File: src/rtl/crtc_raster_pkg.sv
package crtc_raster_pkg;

  // Register select codes presented on regSel
  typedef enum logic [1:0] {
    SEL_HORZ = 2'd0,
    SEL_VERT = 2'd1,
    SEL_SCAN = 2'd2,
    SEL_CTRL = 2'd3
  } regSel_e;

  localparam int NUM_TIMING_REGS = 3;

  // Strobes from the sequencing control into the datapath
  typedef struct packed {
    logic loadActive;  // copy staged geometry into the active set, reload line address
    logic stepLine;    // advance line address by one pitch
  } rasterStrobe_t;

endpackage

File: src/rtl/crtc_raster_dp.sv
module crtc_raster_dp
  import crtc_raster_pkg::*;
#(
  parameter int REG_W      = 32,
  parameter int CHAR_PIX   = 8,
  parameter int UNIT_BYTES = 8,
  parameter int H_FIELD_W  = 8,
  parameter int H_TOT_LSB  = 0,
  parameter int H_DISP_LSB = 16,
  parameter int V_FIELD_W  = 11,
  parameter int V_TOT_LSB  = 0,
  parameter int V_DISP_LSB = 16,
  parameter int START_W    = 20,
  parameter int PITCH_LSB  = 22,
  parameter int PITCH_W    = 10,
  parameter int ADDR_W     = 24,
  localparam int CHAR_SH   = $clog2(CHAR_PIX),
  localparam int UNIT_SH   = $clog2(UNIT_BYTES),
  localparam int HCNT_W    = H_FIELD_W + CHAR_SH,
  localparam int VCNT_W    = V_FIELD_W,
  localparam int SEL_W     = 2
) (
  input  logic                clk,
  input  logic                rst,
  input  logic                regWrEn,
  input  logic [SEL_W-1:0]    regSel,
  input  logic [REG_W-1:0]    regWrData,
  input  rasterStrobe_t       strobe,
  output logic [HCNT_W-1:0]   hLastPix,
  output logic [HCNT_W-1:0]   hDispLastPix,
  output logic [VCNT_W-1:0]   vLastLine,
  output logic [VCNT_W-1:0]   vDispLast,
  output logic [ADDR_W-1:0]   lineAddr
);

  // Staged and active copies of each timing register
  for (genvar i = 0; i < NUM_TIMING_REGS; i++) begin : g_bank
    logic [REG_W-1:0] stagedQ;
    logic [REG_W-1:0] stagedD;
    logic [REG_W-1:0] activeQ;

    always_comb begin
      stagedD = stagedQ;
      if (regWrEn && (regSel == SEL_W'(i))) stagedD = regWrData;
    end

    always_ff @(posedge clk) begin
      if (rst) stagedQ <= '0;
      else     stagedQ <= stagedD;
    end

    always_ff @(posedge clk) begin
      if (rst)                    activeQ <= '0;
      else if (strobe.loadActive) activeQ <= stagedD;
    end
  end

  logic [REG_W-1:0] horzAct;
  logic [REG_W-1:0] vertAct;
  logic [REG_W-1:0] scanAct;
  logic [REG_W-1:0] scanNext;

  assign horzAct  = g_bank[0].activeQ;
  assign vertAct  = g_bank[1].activeQ;
  assign scanAct  = g_bank[2].activeQ;
  assign scanNext = g_bank[2].stagedD;

  // Character cells expand to pixels: last pixel index = cells*CHAR_PIX + CHAR_PIX-1
  assign hLastPix     = {horzAct[H_TOT_LSB  +: H_FIELD_W], {CHAR_SH{1'b1}}};
  assign hDispLastPix = {horzAct[H_DISP_LSB +: H_FIELD_W], {CHAR_SH{1'b1}}};
  assign vLastLine    = vertAct[V_TOT_LSB  +: V_FIELD_W];
  assign vDispLast    = vertAct[V_DISP_LSB +: V_FIELD_W];

  logic [ADDR_W-1:0] startBytes;
  logic [ADDR_W-1:0] pitchBytes;

  assign startBytes = ADDR_W'({scanNext[START_W-1:0], {UNIT_SH{1'b0}}});
  assign pitchBytes = ADDR_W'({scanAct[PITCH_LSB +: PITCH_W], {UNIT_SH{1'b0}}});

  always_ff @(posedge clk) begin
    if (rst)                    lineAddr <= '0;
    else if (strobe.loadActive) lineAddr <= startBytes;
    else if (strobe.stepLine)   lineAddr <= lineAddr + pitchBytes;
  end

  // Bits outside the decoded fields are deliberately left unused
  logic unusedRegBits;
  assign unusedRegBits = ^{horzAct, vertAct, scanAct};

endmodule

File: src/rtl/crtc_raster_ctrl.sv
module crtc_raster_ctrl
  import crtc_raster_pkg::*;
#(
  parameter int HCNT_W = 11,
  parameter int VCNT_W = 11,
  localparam int SEL_W = 2
) (
  input  logic              clk,
  input  logic              rst,
  input  logic              regWrEn,
  input  logic [SEL_W-1:0]  regSel,
  input  logic              enableData,
  input  logic [HCNT_W-1:0] hLastPix,
  input  logic [HCNT_W-1:0] hDispLastPix,
  input  logic [VCNT_W-1:0] vLastLine,
  input  logic [VCNT_W-1:0] vDispLast,
  output rasterStrobe_t     strobe,
  output logic [HCNT_W-1:0] hCount,
  output logic [VCNT_W-1:0] vCount,
  output logic              displayEnable,
  output logic              frameStart,
  output logic              runFlag
);

  logic runNext;
  logic advance;
  logic lineEnd;
  logic frameEnd;

  always_comb begin
    runNext = runFlag;
    if (regWrEn && (regSel == SEL_W'(SEL_CTRL))) runNext = enableData;
  end

  // Counting needs the raster running now and not being stopped at this edge
  assign advance  = runFlag && runNext;
  assign lineEnd  = advance && (hCount == hLastPix);
  assign frameEnd = lineEnd && (vCount == vLastLine);

  always_ff @(posedge clk) begin
    if (rst) runFlag <= 1'b0;
    else     runFlag <= runNext;
  end

  always_ff @(posedge clk) begin
    if (rst || !advance) hCount <= '0;
    else if (lineEnd)    hCount <= '0;
    else                 hCount <= hCount + 1'b1;
  end

  always_ff @(posedge clk) begin
    if (rst || !advance) vCount <= '0;
    else if (frameEnd)   vCount <= '0;
    else if (lineEnd)    vCount <= vCount + 1'b1;
  end

  always_comb begin
    strobe.loadActive = !runFlag || frameEnd;
    strobe.stepLine   = lineEnd && !frameEnd;
  end

  assign displayEnable = runFlag && (hCount <= hDispLastPix) && (vCount <= vDispLast);
  assign frameStart    = runFlag && (hCount == '0) && (vCount == '0);

endmodule

File: src/rtl/crtc_raster_top.sv
module crtc_raster_top
  import crtc_raster_pkg::*;
#(
  parameter int REG_W      = 32,
  parameter int CHAR_PIX   = 8,
  parameter int UNIT_BYTES = 8,
  parameter int H_FIELD_W  = 8,
  parameter int V_FIELD_W  = 11,
  parameter int START_W    = 20,
  parameter int PITCH_W    = 10,
  parameter int ADDR_W     = 24,
  parameter int ENABLE_BIT = 25,
  localparam int HCNT_W    = H_FIELD_W + $clog2(CHAR_PIX),
  localparam int VCNT_W    = V_FIELD_W
) (
  input  logic              clk,
  input  logic              rst,
  input  logic              regWrEn,
  input  logic [1:0]        regSel,
  input  logic [REG_W-1:0]  regWrData,
  output logic [HCNT_W-1:0] hCount,
  output logic [VCNT_W-1:0] vCount,
  output logic              displayEnable,
  output logic              frameStart,
  output logic [ADDR_W-1:0] lineAddr
);

  rasterStrobe_t     strobe;
  logic [HCNT_W-1:0] hLastPix;
  logic [HCNT_W-1:0] hDispLastPix;
  logic [VCNT_W-1:0] vLastLine;
  logic [VCNT_W-1:0] vDispLast;
  logic              runFlag;

  crtc_raster_dp #(
    .REG_W     (REG_W),
    .CHAR_PIX  (CHAR_PIX),
    .UNIT_BYTES(UNIT_BYTES),
    .H_FIELD_W (H_FIELD_W),
    .V_FIELD_W (V_FIELD_W),
    .START_W   (START_W),
    .PITCH_W   (PITCH_W),
    .ADDR_W    (ADDR_W)
  ) u_dp (
    .clk         (clk),
    .rst         (rst),
    .regWrEn     (regWrEn),
    .regSel      (regSel),
    .regWrData   (regWrData),
    .strobe      (strobe),
    .hLastPix    (hLastPix),
    .hDispLastPix(hDispLastPix),
    .vLastLine   (vLastLine),
    .vDispLast   (vDispLast),
    .lineAddr    (lineAddr)
  );

  crtc_raster_ctrl #(
    .HCNT_W(HCNT_W),
    .VCNT_W(VCNT_W)
  ) u_ctrl (
    .clk          (clk),
    .rst          (rst),
    .regWrEn      (regWrEn),
    .regSel       (regSel),
    .enableData   (regWrData[ENABLE_BIT]),
    .hLastPix     (hLastPix),
    .hDispLastPix (hDispLastPix),
    .vLastLine    (vLastLine),
    .vDispLast    (vDispLast),
    .strobe       (strobe),
    .hCount       (hCount),
    .vCount       (vCount),
    .displayEnable(displayEnable),
    .frameStart   (frameStart),
    .runFlag      (runFlag)
  );

endmodule

File: config.mk
export PLATFORM = sky130hd
export DESIGN_NAME = crtc_raster_top
export DESIGN_NICKNAME = d
export VERILOG_FILES = /design/src/rtl/crtc_raster_pkg.sv /design/src/rtl/crtc_raster_dp.sv /design/src/rtl/crtc_raster_ctrl.sv /design/src/rtl/crtc_raster_top.sv
export SDC_FILE = /design/constraint.sdc
export NUM_CORES = 1
export LEC_CHECK = 0
export BUFFER_PORTS_ARGS = -buffer_cell sky130_fd_sc_hd__buf_2
export CORE_ASPECT_RATIO = 0.7
export CORE_MARGIN = 8
export CORE_UTILIZATION = 40
export CTS_CLUSTER_DIAMETER = 40
export DETAILED_ROUTE_END_ITERATION = 8
export GPL_ROUTABILITY_DRIVEN = 0
export PLACE_DENSITY = 0.66
export SYNTH_ARGS = -nofsm -noshare
export SYNTH_HDL_FRONTEND = slang
export SYNTH_HIERARCHICAL = 1
export SYNTH_SLANG_ARGS = --single-unit
File: constraint.sdc
create_clock -name clk -period 3.6 [get_ports clk]
set_clock_uncertainty 0.1 [all_clocks]
set_input_delay 0.54 -clock clk [delete_from_list [all_inputs] [get_ports clk]]
set_output_delay 0.54 -clock clk [all_outputs]
set_load 0.02 [all_outputs]
==> flow_summary.yaml <==
synth:
  yosysSeqAreaShare_pct: 42.9
  synth-seq-cells: 160
  synth.top_cell.area_share_pct: 42.9
  synth_xor_area_share_pct: 4.58
  synth_top_area_cell: "dfxtp_1"
  muxShareOfSynthArea_pct: 2.45
  async_flop_share_pct: 0
  synth_top_cells_by_count: "160 x dfxtp_1, 134 x nand2_1, 73 x a21oi_1"
  synth_most_common_cell: "dfxtp_1"
  synth.avg_cell_area_sq_um: 8.84
  yosysWarnings: 6
  post_synth_main_area_contributors: "dfxtp_1 43%, nand2_1 6.7%, ha_1 6.0%, o22a_1 5.6%, a21oi_1 4.9%"
  ys_types: 74
  synth_compound_area_share_pct: 19.3
  synth_edf_count: 0
  syn_area_sq_um: 7460
  synthSimpleGateAreaFrac_pct: 18.5
  synth_top_family_by_area: "compound AO/OA/AOI/OAI gates"
  post_synth_fa_ha_maj_area_fraction_pct: 6.31
  syn_inst: 844
  synth_ff_type: "dfxtp_1"
cells_and_area:
  fin_area_sq_um: 8670
  final_core_util_pct: 47.7
  diodes: 0
  drive_above_1_share_pct: 17.2
  final_net_count: 992
  syn_to_final_growth_pct: 16.2
hold_path:
  hold_class: "in2reg"
  min_from: "regWrData[28]"
  min_path_cells: 3
  hold_end: "u_dp/g_bank[2].stagedQ[28]"
setup_path:
  r2r_end: "u_dp/lineAddr[11]"
  worstSetupEndpointType: "primary output"
  cpMaxStageDelayCell: "or4b_2"
  cp_cell_sequence: "ha_1 > a21oi_1 > o2111ai_1 > or4b_2 > a211oi_1 > buf_2"
  r2r_start: "u_ctrl/hCount[8]"
  r2r_cells: 10
  cp_num_buf_inv: 1
  crit_fanout: 6
  crit_type: "reg2out"
  required_ps: 2960
  cp.arrival_ps: 2790
  start_kind: "flop"
  cpLargestDelayFamily: "simple AND/OR/NAND/NOR gates"
  r2r_slack_ps: 520
  cpPeakStageDelay_ps: 660
cts:
  cts_root_buffer: "clkbuf_16"
  worstSkewPairLatency_ps: 420
  ctsResizeCount: 0
  clock_sinks: 160
  cts_setup_buffers: 0
  clockBufferDepth: 2
  cts_tree: "done"
  postCtsHoldBufs: 0
  numCtsBuffers: 17
  htreeDepth: 4
  clk_pin_slew_ps: 70
global_routing:
  grt_max_degree: 46
  grt_overflow: 0
  antenna_found_initial: 0
  grt_pass1_wl_mm: 33.4
  grt_use_total_pct: 18.3
  grt_pass1_vias: 5993
placed_design:
  io_buffers: 81
  dp_hpwl_mm: 15.5
  place_area_sq_um: 8090
detailed_routing:
  wirelength_mm: 21.5
  drt-met1-wl_mm: 10.9
  wl_per_cell_um: 18.4
  met3_length_mm: 1.78
  drc: 0
  postRouteAntennaNets: 0
  via_per_inst: 5.56
  vias: 6488
  top_layer_used: "met4"
  met2_length_mm: 8.52
  drtIter0Drc: 659
  first_pass_iters: 6
timing:
  min_period_over_period_pct: 95.2
  drv_slew: 0
  min_period_ps: 3430
  setup_viol: 0
  fmax_mhz: 292
  hold_viol_final: 0
  rsz0062_at_grt: "no"
  final.setup.tns_ps: 0
  tightestPinTransition_ps: 1120
  slew_headroom_pct: 25.0
power:
  power_density_nw_per_um2: 459
  p_int_uw: 2990
  swShare_pct: 24.8
  p_leak_uw: 0.00365
  pwr-share-seq_pct: 47.0
  power.share.combinational_pct: 8.4
  ir_worst_vdd_mv: 0.345
  pwr-share-clk_pct: 44.6
  switchingPower_uw: 986
die:
  die_y_um: 130
  core-area_sq_um: 18200
  row_count: 41
  die_w_um: 179
  ios: 85
  die_area_sq_um: 23300
  start_util_pct: 41.1
job:
  maxCapViolations: 0
run_status:
  outcome: "completed"
worst reg2reg max path: cells and delay by family, from the launching register on:
family                 cells  cell delay (ps)
AO/OA/AOI/OAI              1              320
flip-flops                 1              520
AND/OR/NAND/NOR            6             1300
XOR/XNOR                   1              190
buffers and inverters      2              540
power by group through the flow:
stage / Clock (uW) / Combinational [uW] / Sequential (uW)
finish: 1770 / 334 / 1870
global route: 1880 / 364 / 1880
CTS: 1790 / 329 / 1870
detailed placement: 0 / 326 / 1910
global placement: 0 / 321 / 1910
floorplan: 0 / 207 / 1910
cell usage in the layout (no fill, tap or decap), types with 6 or more instances in the layout:
| cell type | instances |
|---|---|
| inv_1 | 34 |
| xnor2_1 | 22 |
| nand4_1 | 15 |
| clkinv_2 | 6 |
| nand2_1 | 134 |
| a21oi_1 | 73 |
| buf_4 | 24 |
| nor3_1 | 9 |
| a31oi_1 | 6 |
| nor4_1 | 13 |
| conb_1 | 9 |
| o21ai_0 | 18 |
| a21o_1 | 7 |
| o22a_1 | 48 |
| mux2i_1 | 16 |
| nand3_1 | 23 |
| clkbuf_16 | 17 |
| xor2_1 | 17 |
| dfxtp_1 | 160 |
| nor2_1 | 45 |
| ha_1 | 36 |
| a211oi_1 | 11 |
| buf_2 | 81 |
state kept, by name (all words and copies together), names as in the netlist:
| register | flops |
|---|---|
| u_ctrl/hCount | 11 |
| u_ctrl/runFlag | 1 |
| u_ctrl/vCount | 11 |
| u_dp/g_bank.activeQ | 48 |
| u_dp/g_bank.stagedQ | 68 |
| u_dp/lineAddr | 21 |
worst max-delay path by stage:
| stage | start | endpoint | slack (ps) | depth (start not counted) |
|---|---|---|---|---|
| detailed placement | regWrData[25] | u_dp/lineAddr[11] | 390 | 11 |
| CTS | u_ctrl/hCount[8] | displayEnable | 130 | 6 |
| global placement | regWrData[25] | u_dp/lineAddr[11] | 410 | 11 |
| global route | u_ctrl/hCount[8] | displayEnable | 20 | 6 |
| floorplan | u_ctrl/hCount[6] | u_dp/lineAddr[17] | 540 | 10 |
| finish | u_ctrl/hCount[8] | displayEnable | 170 | 6 |
area by class of cell:
cell class	count	area (sq um)
fillers	1773	9490
multi-input cells	599	3870
clock inverters	14	140
well taps	236	295
inverters	35	131
clock buffers	18	439
flip-flops and latches	160	3200
repair buffers	105	586
through the flow:
step	power, uW	setup WS (ps)	instances	hold slack (ps)
6_report	3980	173	1167	287
5_1_grt	4120	19.7	1167	301
4_1_cts	3990	133	1167	273
3_5_place_dp	2240	390	1135	351
3_3_place_gp	2230	405	1135	350
2_1_floorplan	2120	541	851	340
cell families after synthesis:
family / count (synthesis)
compound gates: 208
other cells: 2
fa+ha+maj: 37
flops: 160
buf+inv: 92
xor+xnor: 39
mux: 18
simple gates: 288
routing by layer:
layer	vias up	track usage, %
li1	3134	-
met1	3070	28.1
met2	264	25.1
met3	20	3.67
met4	0	4.93
met5	-	0
Power figures use the tool's default switching activity.
